### config.mk
export PLATFORM = sky130hd
export DESIGN_NAME = pwr_guard
export DESIGN_NICKNAME = d
export VERILOG_FILES = /design/src/rtl/pwr_guard_pkg.sv /design/src/rtl/pwr_flag_filter.sv /design/src/rtl/pwr_guard_seq.sv /design/src/rtl/pwr_strobe_gate.sv /design/src/rtl/pwr_guard.sv
export SDC_FILE = /design/constraint.sdc
export NUM_CORES = 1
export LEC_CHECK = 0
export BUFFER_PORTS_ARGS = -buffer_cell sky130_fd_sc_hd__buf_2
export CAP_MARGIN = 0
export CELL_PAD_IN_SITES_DETAIL_PLACEMENT = 0
export CELL_PAD_IN_SITES_GLOBAL_PLACEMENT = 1
export CORE_MARGIN = 2
export CORE_UTILIZATION = 48
export CTS_CLUSTER_SIZE = 16
export DETAILED_ROUTE_END_ITERATION = 6
export HOLD_SLACK_MARGIN = 0.03
export PLACE_DENSITY_LB_ADDON = 0.05
export SYNTH_ARGS = -nofsm -noshare
export SYNTH_HDL_FRONTEND = slang
export SYNTH_HIERARCHICAL = 1
export SYNTH_SLANG_ARGS = --single-unit
### constraint.sdc
create_clock -name clk -period 3.1 [get_ports clk]
set_clock_uncertainty 0.1 [all_clocks]
set_input_delay 0.155 -clock clk [delete_from_list [all_inputs] [get_ports clk]]
set_output_delay 0.155 -clock clk [all_outputs]
set_load 0.03 [all_outputs]
### src/rtl/pwr_guard_pkg.sv
package pwr_guard_pkg;

    typedef enum logic [2:0] {
        ST_RUN   = 3'd0,
        ST_PEND  = 3'd1,
        ST_PROT  = 3'd2,
        ST_BATT  = 3'd3,
        ST_RECOV = 3'd4
    } guard_state_e;

    localparam logic [1:0] MODE_RUN  = 2'b00;
    localparam logic [1:0] MODE_PEND = 2'b01;
    localparam logic [1:0] MODE_PROT = 2'b10;
    localparam logic [1:0] MODE_BATT = 2'b11;

    function automatic logic [1:0] mode_code(input guard_state_e st);
        case (st)
            ST_RUN:  mode_code = MODE_RUN;
            ST_PEND: mode_code = MODE_PEND;
            ST_BATT: mode_code = MODE_BATT;
            default: mode_code = MODE_PROT;
        endcase
    endfunction

    function automatic logic is_guarded(input guard_state_e st);
        is_guarded = (st == ST_PROT) || (st == ST_BATT) || (st == ST_RECOV);
    endfunction

endpackage

### src/rtl/pwr_flag_filter.sv
module pwr_flag_filter #(
    parameter int unsigned DEB_CYC = 4
) (
    input  logic clk,
    input  logic rst_n,
    input  logic raw_i,
    output logic flt_o
);
    localparam int unsigned CW = $clog2(DEB_CYC + 1);

    typedef struct packed {
        logic          s1;
        logic          s2;
        logic          stable;
        logic [CW-1:0] cnt;
    } filt_t;

    filt_t flt_d, flt_q;

    always_comb begin
        flt_d    = flt_q;
        flt_d.s1 = raw_i;
        flt_d.s2 = flt_q.s1;
        if (flt_q.s2 == flt_q.stable) begin
            flt_d.cnt = '0;
        end else if (flt_q.cnt == CW'(DEB_CYC - 1)) begin
            flt_d.stable = flt_q.s2;
            flt_d.cnt    = '0;
        end else begin
            flt_d.cnt = flt_q.cnt + 1'b1;
        end
    end

    always_ff @(posedge clk or negedge rst_n) begin
        if (!rst_n) begin
            flt_q <= '0;
        end else begin
            flt_q <= flt_d;
        end
    end

    assign flt_o = flt_q.stable;

    // the filtered level only ever moves toward the synchronized level
    p_flt_follows_sync_r2: assert property (@(posedge clk) disable iff (!rst_n)
        (flt_q.stable != $past(flt_q.stable)) |-> (flt_q.stable == $past(flt_q.s2)));

endmodule

### src/rtl/pwr_guard_seq.sv
module pwr_guard_seq
    import pwr_guard_pkg::*;
#(
    parameter int unsigned TWP_CYC  = 40,
    parameter int unsigned FAST_CYC = 20,
    parameter int unsigned TER_CYC  = 100
) (
    input  logic         clk,
    input  logic         rst_n,
    input  logic         pfd_i,
    input  logic         so_i,
    input  logic         in_cycle_i,
    output guard_state_e state_o
);
    localparam int unsigned TW = $clog2(TWP_CYC + 1);
    localparam int unsigned FW = $clog2(FAST_CYC + 1);
    localparam int unsigned RW = $clog2(TER_CYC + 1);

    typedef struct packed {
        guard_state_e  state;
        logic [TW-1:0] twp;
        logic [FW-1:0] fast;
        logic [RW-1:0] ter;
    } seq_t;

    seq_t seq_d, seq_q;

    always_comb begin
        seq_d = seq_q;
        case (seq_q.state)
            ST_RUN: begin
                if (pfd_i) begin
                    seq_d.twp   = '0;
                    seq_d.fast  = '0;
                    seq_d.state = in_cycle_i ? ST_PEND : ST_PROT;
                end
            end
            ST_PEND: begin
                if (!pfd_i) begin
                    seq_d.state = ST_RUN;
                end else if (!in_cycle_i) begin
                    seq_d.state = ST_PROT;
                end else if (seq_q.twp == TW'(TWP_CYC - 1)) begin
                    seq_d.state = ST_PROT;
                end else if (so_i && (seq_q.fast == FW'(FAST_CYC - 1))) begin
                    seq_d.state = ST_PROT;
                end else begin
                    seq_d.twp = seq_q.twp + 1'b1;
                    if (so_i) begin
                        seq_d.fast = seq_q.fast + 1'b1;
                    end
                end
            end
            ST_PROT: begin
                if (so_i) begin
                    seq_d.state = ST_BATT;
                end else if (!pfd_i) begin
                    seq_d.state = ST_RECOV;
                    seq_d.ter   = '0;
                end
            end
            ST_BATT: begin
                if (!so_i) begin
                    seq_d.state = ST_PROT;
                end
            end
            ST_RECOV: begin
                if (pfd_i) begin
                    seq_d.state = ST_PROT;
                end else if (seq_q.ter == RW'(TER_CYC - 1)) begin
                    seq_d.state = ST_RUN;
                end else begin
                    seq_d.ter = seq_q.ter + 1'b1;
                end
            end
            default: seq_d.state = ST_PROT;
        endcase
    end

    always_ff @(posedge clk or negedge rst_n) begin
        if (!rst_n) begin
            seq_q.state <= ST_PROT;
            seq_q.twp   <= '0;
            seq_q.fast  <= '0;
            seq_q.ter   <= '0;
        end else begin
            seq_q <= seq_d;
        end
    end

    assign state_o = seq_q.state;

    // Independent age counters used only by the checks below
    logic [TW-1:0] pend_age_q;
    logic [FW-1:0] fast_age_q;

    always_ff @(posedge clk or negedge rst_n) begin
        if (!rst_n) begin
            pend_age_q <= '0;
            fast_age_q <= '0;
        end else if (seq_q.state == ST_PEND) begin
            pend_age_q <= pend_age_q + 1'b1;
            if (so_i) begin
                fast_age_q <= fast_age_q + 1'b1;
            end
        end else begin
            pend_age_q <= '0;
            fast_age_q <= '0;
        end
    end

    // pending never outlives the protect window
    p_pend_window_r6: assert property (@(posedge clk) disable iff (!rst_n)
        (seq_q.state == ST_PEND) |-> (pend_age_q < TW'(TWP_CYC)));

    // pending never outlives the switchover window
    p_fast_window_r7: assert property (@(posedge clk) disable iff (!rst_n)
        (seq_q.state == ST_PEND) |-> (fast_age_q < FW'(FAST_CYC)));

    // battery mode is left once the switchover flag clears, never to running
    p_batt_exit_r8: assert property (@(posedge clk) disable iff (!rst_n)
        ((seq_q.state == ST_BATT) && !so_i) |=> (seq_q.state == ST_PROT));

    // supply drop during recovery restores protection at once
    p_recov_abort_r9: assert property (@(posedge clk) disable iff (!rst_n)
        ((seq_q.state == ST_RECOV) && pfd_i) |=> (seq_q.state == ST_PROT));

    // recovered supply while pending returns straight to running
    p_pend_release_r10: assert property (@(posedge clk) disable iff (!rst_n)
        ((seq_q.state == ST_PEND) && !pfd_i) |=> (seq_q.state == ST_RUN));

endmodule

### src/rtl/pwr_strobe_gate.sv
module pwr_strobe_gate
    import pwr_guard_pkg::*;
(
    input  guard_state_e state_i,
    input  logic         host_ce_n_i,
    input  logic         host_oe_n_i,
    input  logic         host_we_n_i,
    output logic         mem_ce_n_o,
    output logic         mem_oe_n_o,
    output logic         mem_we_n_o,
    output logic         bus_drive_o,
    output logic         batt_sel_o,
    output logic [1:0]   mode_o
);
    always_comb begin
        if (is_guarded(state_i)) begin
            mem_ce_n_o  = 1'b1;
            mem_oe_n_o  = 1'b1;
            mem_we_n_o  = 1'b1;
            bus_drive_o = 1'b0;
        end else begin
            mem_ce_n_o  = host_ce_n_i;
            mem_oe_n_o  = host_oe_n_i;
            mem_we_n_o  = host_we_n_i;
            bus_drive_o = !host_ce_n_i && !host_oe_n_i && host_we_n_i;
        end
        batt_sel_o = (state_i == ST_BATT);
        mode_o     = mode_code(state_i);
    end

endmodule

### src/rtl/pwr_guard.sv
module pwr_guard
    import pwr_guard_pkg::*;
#(
    parameter int unsigned CLK_MHZ = 125,
    parameter int unsigned DEB_CYC = 4,
    parameter int unsigned TWP_US  = 150,
    parameter int unsigned FAST_US = 200,
    parameter int unsigned TER_US  = 40000
) (
    input  logic       clk,
    input  logic       rst_n,
    input  logic       below_pfd_i,
    input  logic       below_so_i,
    input  logic       host_ce_n_i,
    input  logic       host_oe_n_i,
    input  logic       host_we_n_i,
    input  logic       in_cycle_i,
    output logic       mem_ce_n_o,
    output logic       mem_oe_n_o,
    output logic       mem_we_n_o,
    output logic       bus_drive_o,
    output logic       batt_sel_o,
    output logic [1:0] mode_o
);
    localparam int unsigned TWP_CYC  = TWP_US * CLK_MHZ;
    localparam int unsigned FAST_CYC = FAST_US * CLK_MHZ;
    localparam int unsigned TER_CYC  = TER_US * CLK_MHZ;
    localparam int unsigned NFLAG    = 2;

    logic [NFLAG-1:0] raw_flags;
    logic [NFLAG-1:0] flt_flags;
    guard_state_e     state;

    assign raw_flags = {below_so_i, below_pfd_i};

    for (genvar g = 0; g < NFLAG; g++) begin : g_filt
        pwr_flag_filter #(
            .DEB_CYC(DEB_CYC)
        ) u_filt (
            .clk  (clk),
            .rst_n(rst_n),
            .raw_i(raw_flags[g]),
            .flt_o(flt_flags[g])
        );
    end

    pwr_guard_seq #(
        .TWP_CYC (TWP_CYC),
        .FAST_CYC(FAST_CYC),
        .TER_CYC (TER_CYC)
    ) u_seq (
        .clk       (clk),
        .rst_n     (rst_n),
        .pfd_i     (flt_flags[0]),
        .so_i      (flt_flags[1]),
        .in_cycle_i(in_cycle_i),
        .state_o   (state)
    );

    pwr_strobe_gate u_gate (
        .state_i    (state),
        .host_ce_n_i(host_ce_n_i),
        .host_oe_n_i(host_oe_n_i),
        .host_we_n_i(host_we_n_i),
        .mem_ce_n_o (mem_ce_n_o),
        .mem_oe_n_o (mem_oe_n_o),
        .mem_we_n_o (mem_we_n_o),
        .bus_drive_o(bus_drive_o),
        .batt_sel_o (batt_sel_o),
        .mode_o     (mode_o)
    );

    // a guarded mode keeps the array quiet at the ports
    p_guard_quiet_r4: assert property (@(posedge clk) disable iff (!rst_n)
        (mode_o[1]) |-> (mem_ce_n_o && mem_oe_n_o && mem_we_n_o && !bus_drive_o));

    // the battery feed is only selected in the battery mode code
    p_batt_mode_r8: assert property (@(posedge clk) disable iff (!rst_n)
        batt_sel_o |-> (mode_o == MODE_BATT));

endmodule

==> results.md, run 1 <==
- Status: completed
- Area after DPL: 4018 um^2
- Setup Buffers After CTS: 0
- Largest family of logic cells by synthesized area: simple AND/OR/NAND/NOR gates
- Net Count, Synth: 425
- Number of global-route vias before repair: 3012
- DRT iter0 DRCs: 178
- Initial Util: 0.4979
- Startpoint types: flip-flop
- GR Util All Layers: 0.2097
- ANT nets after route: 0
- Synthesized flop and latch total: 68
- Async S/R FF share, synth: 1.000
- Clock root buffer: clkbuf_8
- Row count: 32
- Hold slack: 0.2544 ns
- Post-Synth Adder-Cell Area: 0.01941
- List of most frequent post-synthesis cells: dfrtp_1, nand2_1, a21oi_1
- Mux cell area share after synthesis: 0.03203
- Final Max Tran Viols: 0
- Io pins: 15
- Maxcap violations: 0
- Simple-gate portion of the synthesized area: 0.2737
- Drt drc: 0
- Worst Tran Pin Value: 0.8803 ns
- Setup_tns: 0 ns
- Place WS: 0.3563 ns
- FF-to-FF setup slack: 0.34 ns
- Die W: 93.76 um
- Post-synth top area share: 0.4335
- Largest net degree at the start of global routing: 69
- Reg-to-reg endpoint: u_seq/seq_q[12]$_DFFE_PN0P_
- Routed met2 length: 3650 um
- Main synth FF type: dfrtp_1
- Crit. Startpoint: u_seq/seq_q[15]$_DFFE_PN0P_
- Period minus WS final: 2.760 ns
- Top-count cell post-synth: dfrtp_1
- Worst hold endpoint: g_filt[0].u_filt/flt_q[4]$_DFF_PN0_
- CP arrival: 2.93 ns
- Post-CTS Resized: 0
- Hold Crit Depth: 0
- PortBufs: 14
- CP endpoint kind: flip-flop
- Hold Startpoint: g_filt[0].u_filt/flt_d[4]$_DFF_PN0_
- First-pass GRT wire length: 14740 um
- NumNets Final: 440
- Syn Inst Count: 411
- Post-DR wirelength/cell: 15.76 um
- P per Cell Area: 611.0 nW/um^2
- Hold_buf cts: 3
- Critical path class: flip-flop to flip-flop
- Unrepaired setup endpoints after global routing: no
- Worst r2r path cells: 5
- Unique masters post-synth: 61
- RePlAce Congestion: 0.7996
- Peak VDD IR: 0.2961 mV
- Fill cell count: 732
- DR top layer: met4
- Die height: 93.76 um
- Fin. Hold Viols: 0
- Total grt overflow: 0
- Largest fanout on the critical path: 21
- Sink Count: 68
- TritonRoute pass-1 iters: 4
- Die Footprint: 8791 um^2
- # diodes: 0
- CTS tree: built
- Post-synthesis sequential area ratio: 0.4403
- Worst-path clk slew: 0.08 ns
- Synthesized-area fraction occupied by xor and xnor cells: 0.004529
- DRT met1 WL: 4312 um
- Fin area: 4214 um^2
- Relative slew margins: 0.4132
- Synth Area in Compound Gates: 0.1818
- Initial antenna violation count: 0
- WP data required: 3.27 ns
- Met3 wire length: 312 um
- Post-synth EDFFs: 0
- Mapped Area: 3867 um^2
- Fin crit share: 0.8903
- Core area: 7767 um^2
- Critical R2R Launch: u_seq/seq_q[15]$_DFFE_PN0P_
- Synthesis-to-finish area growth: 8.961%
- Clock Tree Buf Depth: 2
- Share of layout cells above drive strength 1: 0.1512
- Fmax: 0.3623 GHz
- Worst skew pair latency: 0.35 ns
- H-Tree Depth: 3
- Worst Hold Class: flip-flop to flip-flop
- Post-DP HPWL: 5473 um
- Pwr Total: 2.575 mW
- Syn. warnings: 6
- Num CTS Buffers: 9
- DRT Wirelength: 8385 um
- Final WS setup: 0.3402 ns
- Post-synth top area cell: dfrtp_1
- Area contributors post-synth: dfrtp_1, a21oi_1, o21ai_0
- Final setup vio count: 0
- Mapped Avg Cell Area: 9.410 um^2
- P_leak: 1.703 nW
- Vias per cell: 6.009
- Vias: 3197
-- registers in the layout, indices dropped and copies added (netlist names) --
| signal | count |
|---|---|
| g_filt.u_filt/flt_d | 2 |
| g_filt.u_filt/flt_o | 2 |
| g_filt.u_filt/flt_q | 8 |
| u_seq/seq_q | 53 |
| u_seq/state_o | 3 |
-- worst max path at each step --
stage | endpoint | slack (ns)
after global placement | u_seq/seq_q[17]$_DFFE_PN0P_ | 0.43
after detailed placement | u_seq/seq_q[9]$_DFFE_PN0P_ | 0.36
after floorplan | u_seq/seq_q[19]$_DFFE_PN0P_ | 0.92
after global routing | u_seq/seq_q[21]$_DFFE_PN0P_ | 0.12
after CTS | u_seq/seq_q[12]$_DFFE_PN0P_ | 0.35
final | u_seq/seq_q[12]$_DFFE_PN0P_ | 0.34
-- worst max-delay path, cell delays in order (launching register included) --
cell	delay, ns
dfrtp_1	0.44
or4b_4	0.57
nor4_4	0.29
a211o_1	0.67
nand2_2	0.34
a31oi_1	0.26
-- area by class of cell --
cell class	instances	area (um^2)	area share
tap	102	127.6	0.03028
sequential	68	1703	0.4041
multi-input combinational	305	1978	0.4694
clock buffer	9	123.9	0.02939
clock inverter	6	42.54	0.01010
inverter	13	48.80	0.01158
timing repair buffer	29	190.2	0.04513
-- power breakdown --
group / total [mW] / internal (mW) / leakage [nW] / switching (mW)
Sequential: 1.10 / 0.975 / 0.926 / 0.129
Clock: 0.639 / 0.285 / 0.0811 / 0.354
Combinational: 0.832 / 0.328 / 0.696 / 0.503
-- logic make-up (layout without fill, tap and decap cells) --
logic type | count (synthesis) | after routing
AO/OA/AOI/OAI | 113 | 113
XOR/XNOR | 2 | 2
adder cells (fa/ha/maj) | 6 | 6
buffers and inverters | 38 | 57
flip-flops | 68 | 68
multiplexers | 11 | 11
AND/OR/NAND/NOR | 173 | 173
-- metal layers --
metal	global-route usage	vias to the layer above
li1	-	1590
met1	0.3104	1538
met2	0.3018	60
met3	0.03531	9
met4	0.08816	0
met5	0	-
-- cell usage in the layout, fill, tap and decap left out, types with 6 or more instances in the layout --
master    instances
clkbuf_8          9
buf_2            14
o21ai_0          27
or3_1            13
nand4_1          14
and4_1            6
mux2i_1           6
buf_4            12
nand3_1          24
dfrtp_1          67
ha_1              6
inv_1            13
o31ai_1          16
nor2_1           20
a31oi_1          18
a21oi_1          30
nand2_1          32
or4_1            11
and3_1            8
-- through the flow --
stage	instances	utilization
5_1_grt	532	0.5425
2_1_floorplan	411	-
4_1_cts	532	0.5425
3_5_place_dp	514	0.5172
6_report	532	0.5425
3_3_place_gp	514	0.5172
No activity file was read; power rests on OpenSTA's default activity.
==> run 2, diff against run 1 <==
--- a/config.mk
+++ b/config.mk
@@ -9,8 +9,8 @@
 export CAP_MARGIN = 0
 export CELL_PAD_IN_SITES_DETAIL_PLACEMENT = 0
 export CELL_PAD_IN_SITES_GLOBAL_PLACEMENT = 1
-export CORE_MARGIN = 2
-export CORE_UTILIZATION = 48
+export CORE_UTILIZATION = 50
+export CTS_BUF_LIST = sky130_fd_sc_hd__clkbuf_2 sky130_fd_sc_hd__clkbuf_4 sky130_fd_sc_hd__clkbuf_8
 export CTS_CLUSTER_SIZE = 16
 export DETAILED_ROUTE_END_ITERATION = 6
 export HOLD_SLACK_MARGIN = 0.03
==> run 2 against run 1 <==
Final cell count is 0.56% lower. Critical path depth increased by 1. Die area down 8.0%. Sequential power about the same. Clock power grew 20%. Flip-flop and latch count stayed put. Combinational power down 1%. Cell area grew 0.74%. Via count is 1.7% higher. Global-route usage is 2.0 points higher. Register-to-register slack better by 0.24 ns. Critical path type unchanged. Largest power group unchanged.
==> results.md, run 2 (same netlist as run 1, synthesis figures left out) <==
- Final setup vio count: 0 (unchanged)
- Num CTS Buffers: 9 (unchanged)
- Number of global-route vias before repair: 3082 (+2.3%)
- Area after DPL: 4006 um^2 (-0.28%)
- WP data required: 3.23 ns (-0.04 ns)
- CP endpoint kind: flip-flop
- Post-DR wirelength/cell: 16.06 um (+1.9%)
- Core area: 7370 um^2 (-5.1%)
- Critical path class: flip-flop to flip-flop
- Final Max Tran Viols: 0 (unchanged)
- Synthesis-to-finish area growth: 9.770%
- CP arrival: 2.65 ns (-0.28 ns)
- Die Footprint: 8091 um^2 (-8.0%)
- P per Cell Area: 634.9 nW/um^2 (+3.9%)
- Max FFs per register: 53 (unchanged)
- Hold_buf cts: 3 (unchanged)
- Initial antenna violation count: 0 (unchanged)
- Clock root buffer: clkbuf_8
- P_leak: 1.727 nW (+1.4%)
- Worst r2r path cells: 6 (+1)
- Worst skew pair latency: 0.34 ns (about the same)
- Die W: 89.95 um (-4.1%)
- Initial Util: 0.5248 (+0.02688)
- Status: completed
- CTS tree: built
- Fin area: 4245 um^2 (+0.74%)
- PortBufs: 14 (unchanged)
- Max incr delay on CP: 0.57 ns (-0.10 ns)
- GR Util All Layers: 0.2293 (+0.01962)
- Reg-to-reg endpoint: u_seq/seq_q[19]$_DFFE_PN0P_
- Cell breakdown of the critical path: or4b_4 -> nor4_4 -> a211o_1 -> buf_4 -> nor2_1 -> mux2_4
- Setup Buffers After CTS: 0 (unchanged)
- Slowest library cell on the worst path: or4b_4
- # diodes: 0 (unchanged)
- Post-DP HPWL: 5667 um (+3.5%)
- Io pins: 15 (unchanged)
- RePlAce Congestion: 0.8611 (+7.7%)
- Worst Tran Pin Value: 0.7338 ns (-0.1464 ns)
- Fin. Hold Viols: 0 (unchanged)
- NumNets Final: 439 (-0.23%)
- Largest fanout on the critical path: 12 (-43%)
- Fin crit share: 0.8143 (-0.07602)
- Register Area: 1703 um^2 (unchanged)
- FF-to-FF setup slack: 0.58 ns (+0.24 ns)
- Clock Tree Buf Depth: 2 (unchanged)
- Period minus WS final: 2.524 ns (-0.2357 ns)
- Critical R2R Launch: u_seq/seq_q[15]$_DFFE_PN0P_
- Vias: 3250 (+1.7%)
- Post-CTS Resized: 0 (unchanged)
- Drt drc: 0 (unchanged)
- Relative slew margins: 0.5063 (+0.09310)
- Commonest non-fill, non-tap cells in the layout: dfrtp_1, nand2_1, a21oi_1
- H-Tree Depth: 3 (unchanged)
- Total grt overflow: 0 (unchanged)
- DRT iter0 DRCs: 181 (+1.7%)
- CP endpoint: u_seq/seq_q[19]$_DFFE_PN0P_
- Commonest non-fill, non-tap cell in the layout: dfrtp_1
- Fmax: 0.3962 GHz (+9.3%)
- Startpoint types: flip-flop
- Row count: 31 (-3.1%)
- TritonRoute pass-1 iters: 5 (+1)
- Peak VDD IR: 0.2953 mV (-0.26%)
- Setup_tns: 0 ns (unchanged)
- Worst Hold Class: primary input to asynchronous set/reset pin
- Multi-input logic area: 1978 um^2 (unchanged)
- Hold slack: 0.2557 ns (+0.001335 ns)
- ANT nets after route: 0 (unchanged)
- DRT Wirelength: 8497 um (+1.3%)
- Unrepaired setup endpoints after global routing: no
- Most flops, register: u_seq/seq_q
- First-pass GRT wire length: 15060 um (+2.2%)
- Sink Count: 68 (unchanged)
- Largest net degree at the start of global routing: 29 (-58%)
- Maxcap violations: 0 (unchanged)
- Die height: 89.95 um (-4.1%)
- Fill cell count: 673 (-8.1%)
- Worst-path clk slew: 0.08 ns (about the same)
- Share of layout cells above drive strength 1: 0.1512 (unchanged)
- Crit. Startpoint: u_seq/seq_q[15]$_DFFE_PN0P_
- Vias per cell: 6.144 (+2.2%)
-- run 2: cell count changes in the layout (fill, tap and decap cells not counted), sizes merged --
cell	change
clkbuf	+2
clkinvlp	-2
clkinv	-2
buf	-1
inv	+2
bufinv	+1
-- run 2: power by group --
| part | total, mW | switching [mW] | internal [mW] |
|---|---|---|---|
| Combinational | 0.824 | 0.510 | 0.315 |
| Clock | 0.764 | 0.345 | 0.419 |
| Sequential | 1.11 | 0.133 | 0.975 |
-- run 2: metrics by stage --
| step | util | cells | power [mW] | setup WS (ns) |
|---|---|---|---|---|
| 6_report | 0.5761 | 529 | 2.695 | 0.5758 |
| 5_1_grt | 0.5761 | 529 | 2.880 | 0.4474 |
| 4_1_cts | 0.5761 | 529 | 2.727 | 0.5816 |
| 3_5_place_dp | 0.5436 | 510 | 1.947 | 0.5979 |
| 3_3_place_gp | 0.5436 | 510 | 1.928 | 0.6584 |
| 2_1_floorplan | - | 411 | 1.757 | 0.9176 |
-- run 2: worst min path at each step --
stage / to / slack [ns] / depth (start not counted)
floorplan: g_filt[0].u_filt/flt_d[4]$_DFF_PN0_ / -0.24 / 0
global placement: u_seq/seq_q[45]$_DFFE_PN0P_ / 0.11 / 1
detailed placement: u_seq/seq_q[46]$_DFFE_PN0P_ / 0.11 / 1
CTS: g_filt[0].u_filt/flt_q[4]$_DFF_PN0_ / 0.26 / 0
global route: g_filt[0].u_filt/flt_q[4]$_DFF_PN0_ / 0.27 / 0
finish: u_seq/seq_q[45]$_DFFE_PN0P_ / 0.26 / 2
-- run 2: layer usage --
metal,share of wire,GRT usage,vias up
met4,0.0080,0.06452,0
met2,0.44,0.3538,66
met5,0,0,-
li1,-,-,1589
met1,0.51,0.3255,1590
met3,0.042,0.05076,5
-- run 2: critical path, delay by kind of cell, from the launching register on --
| family | cells | cell delay, ns |
|---|---|---|
| simple gates | 3 | 0.93 |
| flops | 1 | 0.44 |
| compound gates | 1 | 0.42 |
| buf+inv | 1 | 0.26 |
| mux | 1 | 0.26 |
-- run 2: layout make-up --
class / instances / area share
clock buffer: 11 / 0.03566
clock inverter: 5 / 0.01356
multi-input combinational: 305 / 0.4660
sequential: 68 / 0.4011
inverter: 13 / 0.01149
tap: 99 / 0.02918
timing repair buffer: 28 / 0.04303
==> run 3, diff against run 2 <==
==> constraint.sdc (replaced) <==
create_clock -name clk -period 2.6 [get_ports clk]
set_clock_uncertainty 0.1 [all_clocks]
set_input_delay 0.13 -clock clk [delete_from_list [all_inputs] [get_ports clk]]
set_output_delay 0.13 -clock clk [all_outputs]
set_load 0.03 [all_outputs]
==> run 3 against run 2 <==
Clock power up 43%. Combinational power up 31%. Die area unchanged. First-iteration DRC count up 2.8%. Final cell count up 1.7%. Count of clock-buffer cells in the layout down 1. Total power up 29%. Critical path type unchanged.
==> results.md, run 3 (same netlist as run 1, synthesis figures left out) <==
- CP arrival: 2.53 ns (-0.12 ns)
- Max incr delay on CP: 0.57 ns (about the same)
- Io pins: 15 (unchanged)
- Unrepaired setup endpoints after global routing: no
- Fin crit share: 0.9155 (+0.1012)
- DRT iter0 DRCs: 186 (+2.8%)
- Top Family by Delay on Critical Path: simple AND/OR/NAND/NOR gates
- P_leak: 1.792 nW (+3.8%)
- CP endpoint kind: flip-flop
- Commonest non-fill, non-tap cell in the layout: dfrtp_1
- Met1 Track Usage GR: 0.3302 (+0.004763)
- Final setup vio count: 0 (unchanged)
- Worst-path clk slew: 0.08 ns (about the same)
- GR Util All Layers: 0.2268 (-0.002545)
- Die W: 89.95 um (unchanged)
- Total grt overflow: 0 (unchanged)
- ANT nets after route: 0 (unchanged)
- Share of layout cells above drive strength 1: 0.1686 (+0.01740)
- Worst skew pair latency: 0.34 ns (about the same)
- Crit. Startpoint: u_seq/seq_q[15]$_DFFE_PN0P_
- Core area: 7370 um^2 (unchanged)
- Met2 Usage GRT: 0.3340 (-0.01987)
- Worst Hold Class: primary input to asynchronous set/reset pin
- WP data required: 2.75 ns (-0.48 ns)
- GR peak layer: met2
- Fmax: 0.4201 GHz (+6.0%)
- Num CTS Buffers: 9 (unchanged)
- Critical R2R Launch: u_seq/seq_q[15]$_DFFE_PN0P_
- NumNets Final: 448 (+2.1%)
- Maxcap violations: 0 (unchanged)
- Setup_tns: 0 ns (unchanged)
- Post-DR wirelength/cell: 15.84 um (-1.4%)
- Vias: 3269 (+0.58%)
- Crit path buffers/inverters: 0 (-1)
- Final Max Tran Viols: 0 (unchanged)
- Sink Count: 68 (unchanged)
- Row count: 31 (unchanged)
- Number of global-route vias before repair: 3041 (-1.3%)
- Synthesis-to-finish area growth: 13.20%
- CTS tree: built
- Hold slack: 0.2322 ns (-0.02355 ns)
- Initial antenna violation count: 0 (unchanged)
- H-Tree Depth: 3 (unchanged)
- Startpoint types: flip-flop
- Cell breakdown of the critical path: or4b_4 -> nor4_4 -> a211o_1 -> nand2_2 -> a31oi_1
- Commonest non-fill, non-tap cells in the layout: dfrtp_1, nand2_1, a21oi_1
- Die height: 89.95 um (unchanged)
- Met3 Resource Use GR: 0.04484 (-0.005922)
- # diodes: 0 (unchanged)
- PortBufs: 14 (unchanged)
- Vias per cell: 6.076 (-1.1%)
- Clock Tree Buf Depth: 2 (unchanged)
- Slowest library cell on the worst path: or4b_4
- Fin. Hold Viols: 0 (unchanged)
- DRT Wirelength: 8524 um (+0.32%)
- Clock root buffer: clkbuf_8
- Post-layout util: 0.5941 (+0.01800)
- P per Cell Area: 792.8 nW/um^2 (+25%)
- Post-DP HPWL: 5783 um (+2.0%)
- Peak VDD IR: 0.4001 mV (+35%)
- Period minus WS final: 2.380 ns (-0.1440 ns)
- Largest fanout on the critical path: 11 (-1)
- Worst Tran Pin Value: 0.6155 ns (-0.1183 ns)
- First-pass GRT wire length: 14840 um (-1.5%)
- TritonRoute pass-1 iters: 4 (-1)
- Largest net degree at the start of global routing: 43 (+48%)
- RePlAce Congestion: 0.8065 (-6.3%)
- Status: completed
- Setup Buffers After CTS: 0 (unchanged)
- Relative slew margins: 0.5897 (+0.08340)
- Die Footprint: 8091 um^2 (unchanged)
- Initial Util: 0.5248 (unchanged)
- Max FFs per register: 53 (unchanged)
- Most flops, register: u_seq/seq_q
- Drt drc: 0 (unchanged)
- Critical path class: flip-flop to flip-flop
## run 3: cell types whose count changed in the layout (fill, tap and decap cells not counted), sizes merged
cell,before,now
buf,25,34
bufinv,1,3
clkbuf,11,10
clkinvlp,0,1
inv,15,13
## run 3: path summary, 6_finish.rpt
check / endpoint / slack, ns / cells past startpoint
worst max-delay path: u_seq/seq_q[21]$_DFFE_PN0P_ / 0.22 / 5
worst max register to register: u_seq/seq_q[21]$_DFFE_PN0P_ / 0.22 / 5
min in group clk: g_filt[1].u_filt/flt_q[4]$_DFF_PN0_ / 0.26 / 0
worst min register to register: g_filt[1].u_filt/flt_q[4]$_DFF_PN0_ / 0.26 / 0
worst min-delay path: u_seq/seq_q[49]$_DFFE_PN0P_ / 0.23 / 2
max in group asynchronous: u_seq/seq_q[26]$_DFFE_PN0P_ / 1.52 / 3
## run 3: timing repair
action,in CTS,in global routing
hold buffers,3,0
gates resized for setup,0,0
endpoints found under the hold margin,27,0
endpoints found under the setup margin,0,0
## run 3: cell type report
| type | count | area [um^2] |
|---|---|---|
| clock buffers | 10 | 137.6 |
| repair buffers | 37 | 275.3 |
| inverters | 13 | 48.80 |
| well taps | 99 | 123.9 |
| multi-input cells | 305 | 1978 |
| flip-flops and latches | 68 | 1703 |
| clock inverters | 6 | 111.4 |
| fillers | 641 | 2992 |
## run 3: stage by stage
step | setup slack (ns) | std cells | power (mW) | cell area [um^2]
detailed placement | 0.2782 | 519 | 2.394 | 4099
finish | 0.2198 | 538 | 3.471 | 4378
floorplan | 0.4176 | 411 | 2.094 | 3867
global route | 0.09735 | 538 | 3.683 | 4378
CTS | 0.2334 | 538 | 3.492 | 4378
global placement | 0.3880 | 519 | 2.374 | 4099
## run 3: report_power, final
part	leakage (nW)	internal (mW)	switching, mW
registers	0.926	1.16	0.144
logic	0.744	0.439	0.637
clock network	0.122	0.664	0.424
## run 3: metal layers
layer | vias up | share of wire
met3 | 12 | 0.037
li1 | 1604 | -
met1 | 1591 | 0.51
met4 | 0 | 0.016
met5 | - | 0
met2 | 62 | 0.44
